===== src/rtl/sdf_pkg.sv =====
package sdf_pkg;

  typedef enum logic {
    PH_FILL    = 1'b0,
    PH_COMPUTE = 1'b1
  } sdf_phase_e;

  // Real part of a complex product, full precision.
  function automatic longint cmul_re(input longint ar, input longint ai,
                                     input longint br, input longint bi);
    return ar * br - ai * bi;
  endfunction

  // Imaginary part of a complex product, full precision.
  function automatic longint cmul_im(input longint ar, input longint ai,
                                     input longint br, input longint bi);
    return ar * bi + ai * br;
  endfunction

  // Arithmetic right shift used to drop twiddle fraction bits.
  function automatic longint ashr(input longint v, input int sh);
    return v >>> sh;
  endfunction

endpackage


===== src/rtl/sdf_phase_ctrl.sv =====
module sdf_phase_ctrl #(
  parameter int DELAY  = 8,
  parameter int CNT_W  = $clog2(DELAY) + 1,
  parameter int ADDR_W = (DELAY > 1) ? $clog2(DELAY) : 1
) (
  input  logic                     clk,
  input  logic                     rst_n,
  input  logic                     in_valid,
  input  logic                     in_sync,
  output logic [CNT_W-1:0]         grp_idx,
  output logic [ADDR_W-1:0]        addr,
  output sdf_pkg::sdf_phase_e      phase,
  output logic                     emit,
  output logic                     sync_hit
);
  logic [CNT_W-1:0] cnt_q;
  logic             primed_q;
  logic             flag_q;
  logic             primed_eff;
  logic             flag_eff;
  logic             first_sum;

  // Sync forces index 0 for the sample that carries it.
  assign grp_idx = in_sync ? '0 : cnt_q;
  assign phase   = sdf_pkg::sdf_phase_e'(grp_idx[CNT_W-1]);

  generate
    if (DELAY > 1) begin : g_addr
      assign addr = grp_idx[ADDR_W-1:0];
    end else begin : g_addr_one
      assign addr = '0;
    end
  endgenerate

  assign first_sum  = (phase == sdf_pkg::PH_COMPUTE) && (addr == '0);
  assign primed_eff = in_sync ? 1'b0 : primed_q;
  assign flag_eff   = in_sync | flag_q;
  assign emit       = in_valid && ((phase == sdf_pkg::PH_COMPUTE) || primed_eff);
  assign sync_hit   = in_valid && first_sum && flag_eff;

  always_ff @(posedge clk or negedge rst_n) begin
    if (!rst_n) begin
      cnt_q    <= '0;
      primed_q <= 1'b0;
      flag_q   <= 1'b0;
    end else if (in_valid) begin
      cnt_q    <= grp_idx + CNT_W'(1);
      primed_q <= (phase == sdf_pkg::PH_COMPUTE) ? 1'b1 : primed_eff;
      if (in_sync)        flag_q <= 1'b1;
      else if (first_sum) flag_q <= 1'b0;
    end
  end

endmodule


===== src/rtl/sdf_delay_ram.sv =====
module sdf_delay_ram #(
  parameter int WORD_W = 17,
  parameter int DEPTH  = 8,
  parameter int ADDR_W = (DEPTH > 1) ? $clog2(DEPTH) : 1
) (
  input  logic                     clk,
  input  logic                     we,
  input  logic [ADDR_W-1:0]        addr,
  input  logic signed [WORD_W-1:0] wr_re,
  input  logic signed [WORD_W-1:0] wr_im,
  output logic signed [WORD_W-1:0] rd_re,
  output logic signed [WORD_W-1:0] rd_im
);
  localparam int PAIR_W = 2 * WORD_W;

  logic [PAIR_W-1:0] mem [DEPTH];
  logic [PAIR_W-1:0] rd_word;

  // Old word is read and new word written at the same address each cycle.
  assign rd_word = mem[addr];
  assign rd_re   = rd_word[PAIR_W-1:WORD_W];
  assign rd_im   = rd_word[WORD_W-1:0];

  always_ff @(posedge clk) begin
    if (we) mem[addr] <= {wr_re, wr_im};
  end

endmodule


===== src/rtl/sdf_twiddle_stage.sv =====
module sdf_twiddle_stage #(
  parameter int OUT_W       = 17,
  parameter int TW_W        = 16,
  parameter int USE_TWIDDLE = 1
) (
  input  logic                     clk,
  input  logic                     rst_n,
  input  logic                     y_valid,
  input  logic                     y_sync,
  input  logic signed [OUT_W-1:0]  y_re,
  input  logic signed [OUT_W-1:0]  y_im,
  input  logic signed [TW_W-1:0]   w_re,
  input  logic signed [TW_W-1:0]   w_im,
  output logic                     z_valid,
  output logic                     z_sync,
  output logic signed [OUT_W-1:0]  z_re,
  output logic signed [OUT_W-1:0]  z_im
);
  localparam int SHIFT = TW_W - 2;

  logic signed [OUT_W-1:0] rot_re;
  logic signed [OUT_W-1:0] rot_im;

  generate
    if (USE_TWIDDLE != 0) begin : g_rot
      always_comb begin
        rot_re = OUT_W'(sdf_pkg::ashr(sdf_pkg::cmul_re(longint'(y_re), longint'(y_im),
                                                       longint'(w_re), longint'(w_im)), SHIFT));
        rot_im = OUT_W'(sdf_pkg::ashr(sdf_pkg::cmul_im(longint'(y_re), longint'(y_im),
                                                       longint'(w_re), longint'(w_im)), SHIFT));
      end
    end else begin : g_pass
      logic unused_tw;
      assign unused_tw = ^{w_re, w_im};
      assign rot_re    = y_re;
      assign rot_im    = y_im;
    end
  endgenerate

  always_ff @(posedge clk or negedge rst_n) begin
    if (!rst_n) begin
      z_valid <= 1'b0;
      z_sync  <= 1'b0;
      z_re    <= '0;
      z_im    <= '0;
    end else begin
      z_valid <= y_valid;
      z_sync  <= y_sync;
      if (y_valid) begin
        z_re <= rot_re;
        z_im <= rot_im;
      end
    end
  end

endmodule


===== src/rtl/sdf_r2_stage.sv =====
module sdf_r2_stage #(
  parameter int DATA_W      = 16,
  parameter int TW_W        = 16,
  parameter int DELAY       = 8,
  parameter int USE_TWIDDLE = 1
) (
  input  logic                     clk,
  input  logic                     rst_n,
  input  logic                     in_valid,
  input  logic                     in_sync,
  input  logic signed [DATA_W-1:0] in_re,
  input  logic signed [DATA_W-1:0] in_im,
  input  logic signed [TW_W-1:0]   tw_re,
  input  logic signed [TW_W-1:0]   tw_im,
  output logic                     out_valid,
  output logic                     out_sync,
  output logic signed [DATA_W:0]   out_re,
  output logic signed [DATA_W:0]   out_im
);
  localparam int OUT_W  = DATA_W + 1;
  localparam int CNT_W  = $clog2(DELAY) + 1;
  localparam int ADDR_W = (DELAY > 1) ? $clog2(DELAY) : 1;

  // Named internal events, also observed by the bound checker.
  logic [CNT_W-1:0]          grp_idx;
  logic [ADDR_W-1:0]         mem_addr;
  sdf_pkg::sdf_phase_e       phase;
  logic                      emit;
  logic                      sync_hit;
  logic                      mem_we;

  logic signed [OUT_W-1:0]   x_re, x_im;
  logic signed [OUT_W-1:0]   rd_re, rd_im;
  logic signed [OUT_W-1:0]   bf_sum_re, bf_sum_im;
  logic signed [OUT_W-1:0]   bf_dif_re, bf_dif_im;
  logic signed [OUT_W-1:0]   wr_re, wr_im;
  logic signed [OUT_W-1:0]   y_re, y_im;

  logic                      s1_valid, s1_sync;
  logic signed [OUT_W-1:0]   s1_re, s1_im;
  logic signed [TW_W-1:0]    s1_wr, s1_wi;

  sdf_phase_ctrl #(
    .DELAY (DELAY),
    .CNT_W (CNT_W),
    .ADDR_W(ADDR_W)
  ) u_ctrl (
    .clk     (clk),
    .rst_n   (rst_n),
    .in_valid(in_valid),
    .in_sync (in_sync),
    .grp_idx (grp_idx),
    .addr    (mem_addr),
    .phase   (phase),
    .emit    (emit),
    .sync_hit(sync_hit)
  );

  assign x_re = OUT_W'(in_re);
  assign x_im = OUT_W'(in_im);

  // Butterfly: parked sample against the arriving one.
  assign bf_sum_re = rd_re + x_re;
  assign bf_sum_im = rd_im + x_im;
  assign bf_dif_re = rd_re - x_re;
  assign bf_dif_im = rd_im - x_im;

  // Fill half parks the input and emits an old difference;
  // compute half emits the sum and parks the difference.
  assign mem_we = in_valid;
  assign wr_re  = (phase == sdf_pkg::PH_COMPUTE) ? bf_dif_re : x_re;
  assign wr_im  = (phase == sdf_pkg::PH_COMPUTE) ? bf_dif_im : x_im;
  assign y_re   = (phase == sdf_pkg::PH_COMPUTE) ? bf_sum_re : rd_re;
  assign y_im   = (phase == sdf_pkg::PH_COMPUTE) ? bf_sum_im : rd_im;

  sdf_delay_ram #(
    .WORD_W(OUT_W),
    .DEPTH (DELAY),
    .ADDR_W(ADDR_W)
  ) u_ram (
    .clk  (clk),
    .we   (mem_we),
    .addr (mem_addr),
    .wr_re(wr_re),
    .wr_im(wr_im),
    .rd_re(rd_re),
    .rd_im(rd_im)
  );

  always_ff @(posedge clk or negedge rst_n) begin
    if (!rst_n) begin
      s1_valid <= 1'b0;
      s1_sync  <= 1'b0;
      s1_re    <= '0;
      s1_im    <= '0;
      s1_wr    <= '0;
      s1_wi    <= '0;
    end else begin
      s1_valid <= emit;
      s1_sync  <= sync_hit;
      if (emit) begin
        s1_re <= y_re;
        s1_im <= y_im;
        s1_wr <= tw_re;
        s1_wi <= tw_im;
      end
    end
  end

  sdf_twiddle_stage #(
    .OUT_W      (OUT_W),
    .TW_W       (TW_W),
    .USE_TWIDDLE(USE_TWIDDLE)
  ) u_tw (
    .clk    (clk),
    .rst_n  (rst_n),
    .y_valid(s1_valid),
    .y_sync (s1_sync),
    .y_re   (s1_re),
    .y_im   (s1_im),
    .w_re   (s1_wr),
    .w_im   (s1_wi),
    .z_valid(out_valid),
    .z_sync (out_sync),
    .z_re   (out_re),
    .z_im   (out_im)
  );

endmodule


===== config.mk =====
export PLATFORM = sky130hd
export DESIGN_NAME = sdf_r2_stage
export DESIGN_NICKNAME = d
export VERILOG_FILES = /design/src/rtl/sdf_pkg.sv /design/src/rtl/sdf_phase_ctrl.sv /design/src/rtl/sdf_delay_ram.sv /design/src/rtl/sdf_twiddle_stage.sv /design/src/rtl/sdf_r2_stage.sv
export SDC_FILE = /design/constraint.sdc
export NUM_CORES = 2
export LEC_CHECK = 0
export BUFFER_PORTS_ARGS = -buffer_cell sky130_fd_sc_hd__buf_2
export CAP_MARGIN = 20
export CORE_AREA = 2 2 410 412
export CTS_BUF_LIST = sky130_fd_sc_hd__clkbuf_4
export DETAILED_ROUTE_END_ITERATION = 10
export DIE_AREA = 0 0 412 414
export GPL_ROUTABILITY_DRIVEN = 0
export PLACE_DENSITY = 0.49
export SLEW_MARGIN = 20
export SYNTH_ARGS = -nofsm -noshare
export SYNTH_HDL_FRONTEND = slang
export SYNTH_HIERARCHICAL = 1
export SYNTH_SLANG_ARGS = --single-unit
export TNS_END_PERCENT = 30

===== constraint.sdc =====
create_clock -name clk -period 20 [get_ports clk]
set_clock_uncertainty 0.2 [all_clocks]
set_input_delay 1 -clock clk [delete_from_list [all_inputs] [get_ports clk]]
set_output_delay 1 -clock clk [all_outputs]
set_load 0.01 [all_outputs]

==> metrics.yaml <==
cts_setup_buffers: 0
cp_max_fo: 19
clkLatencyLatePin_ns: 1.22
syn_inst: 5676
layout.nets: 7302
grt_busiest_layer: "met2"
overflow: 0
die_h_um: 414
min_from: "tw_re[9]"
hold_class: "primary input to flop"
setup_slack_ns: 11.61
fillers: 16881
multi_input_area_um2: 40740
grt_usage_pct: 20.45
dieArea_um2: 170600
coreArea_um2: 166300
dp_hpwl_um: 122700
postRouteAntennaNets: 0
setup_viol: 0
drv_slew: 0
outcome: "completed"
clock_path_buffers: 3
cp-end-kind: "flop"
grt_pass1_vias: 43428
hold_buffers: 27
row_count: 150
antenna_found_initial: 20
cap_violations: 0
htree_num_levels: 3
stdcell_count: 8036
cts_buffers: 113
finalHoldViolCount: 0
critPathKind: "flop to flop"
grt_pass1_wl_um: 263500
pre_cts_slack_ns: 11.39
grt_use_met3_pct: 3.205
finalCritPeriodShare_pct: 41.97
drc_errors: 0
dp_cells: 7789
grt_util_met2_pct: 35.45
cp-startpoint: "s1_wi[3]"
syn_nets: 7251
initial_utilization_pct: 34.80
first_pass_iters: 7
syn_to_final_growth_pct: 8.101
worstPathRequired_ns: 20.81
vias: 38744
yosysWarnings: 6
crit_arrival_ns: 9.20
totalWireLength_um: 168300
rsz0062_at_grt: "no"
max_slew_margin_pct: 25.12
avgViaCountPerCell: 4.821
dr.first_iter.drc_count: 1998
reg2reg_from: "s1_wi[3]"
drive_above_1_share_pct: 9.466
ctsResizeCount: 0
period_needed_ns: 8.394
netlist_area_um2: 57870
startpoint_type: "flop"
final-seq-area_um2: 10920
cts_sinks: 382
fin_tns_setup_ns: 0
worst_slew_pin_slew_ns: 1.111
grt_max_degree: 63
tritoncts: "yes"
numPortBuffers: 103
avgSynthCellArea_um2: 10.20
max_freq_mhz: 119.1
met1_usage_pct: 25.96
ios: 104
clock-root-buffer: "clkbuf_4"
path_clk_slew_ns: 0.07
die_x_um: 412
post_drt_wl_per_cell_um: 20.95
[metal layers]
layer	share of wire (%)	vias up
li1	-	17344
met1	42	20357
met2	50	794
met3	4.7	233
met4	3.1	16
met5	0.049	-
[through the flow]
| step | utilization [%] | hold WS [ns] | instance area (um^2) |
|---|---|---|---|
| after floorplan | - | 0.1312 | 57870 |
| after global placement | 36.52 | 0.1371 | 60720 |
| after detailed placement | 36.53 | 0.1370 | 60740 |
| after CTS | 37.61 | 0.01338 | 62530 |
| after global routing | 37.62 | 0.04200 | 62560 |
| final | 37.62 | 0.1099 | 62560 |
[critical path: stages, from the launching register on]
cell and delay [ns]:
dfrtp_1 0.77, buf_4 0.41, nand2_1 0.12, fa_1 0.43, fa_1 0.49, inv_1 0.05, fa_1 0.47, inv_1 0.06
fa_1 0.49, fa_1 0.58, fa_1 0.43, fa_1 0.49, inv_1 0.05, fa_1 0.48, inv_1 0.05, ha_1 0.30
a21oi_1 0.14, o21ai_0 0.11, a21oi_1 0.60, a211oi_1 0.31, o31ai_1 0.49, o21ai_0 0.20, xor2_1 0.17, mux2_2 0.26
[flip-flops by register name, summed over array words and instances (netlist names)]
| signal | cells |
|---|---|
| u_tw/z_valid | 1 |
| u_tw/z_sync | 1 |
| u_ctrl/cnt_q | 4 |
| u_tw/z_re | 17 |
| s1_sync | 1 |
| s1_im | 17 |
| u_ram/mem | 272 |
| s1_wr | 16 |
| s1_wi | 16 |
| s1_valid | 1 |
| s1_re | 17 |
| u_ctrl/flag_q | 1 |
| u_tw/z_im | 17 |
| u_ctrl/primed_q | 1 |
[cell type report]
class	count	area share [%]
multi-input cells	3655	65.12
flip-flops and latches	382	17.46
inverters	1349	8.098
well taps	2204	4.408
repair buffers	226	2.438
clock buffers	172	2.064
clock inverters	37	0.3660
diodes	11	0.04400
[final timing paths]
kind,endpoint,slack [ns],cells past startpoint
hold reg to reg,u_tw/z_sync,0.15,0
min in group asynchronous,u_tw/z_im[2],0.15,2
hold / removal,s1_wr[9],0.11,2
max in group asynchronous,s1_wi[6],17.52,3
setup / recovery,u_tw/z_re[14],11.61,23
setup reg to reg,u_tw/z_re[14],11.61,23
[cells in the final DEF (no fill, tap or decap), types with 27 or more instances in the layout]
cell           instances
xor2_1                30
nand2_1              616
clkbuf_4             172
ha_1                 359
xnor2_1              103
o21ai_0               57
fa_1                1148
mux2_2               108
nor2_1               110
buf_4                 95
dfrtp_1              108
a21oi_1               94
mux2i_1               56
edfxtp_1             272
o21ai_1               31
nand2b_1              47
inv_1               1344
a22oi_1               28
nor2b_1               69
buf_2                102
dlygate4sd3_1         27
and2_1               455
Power is left out: the tool's default activity adds up to more than one toggle a clock period on the data nets, which glitch-free logic cannot reach.
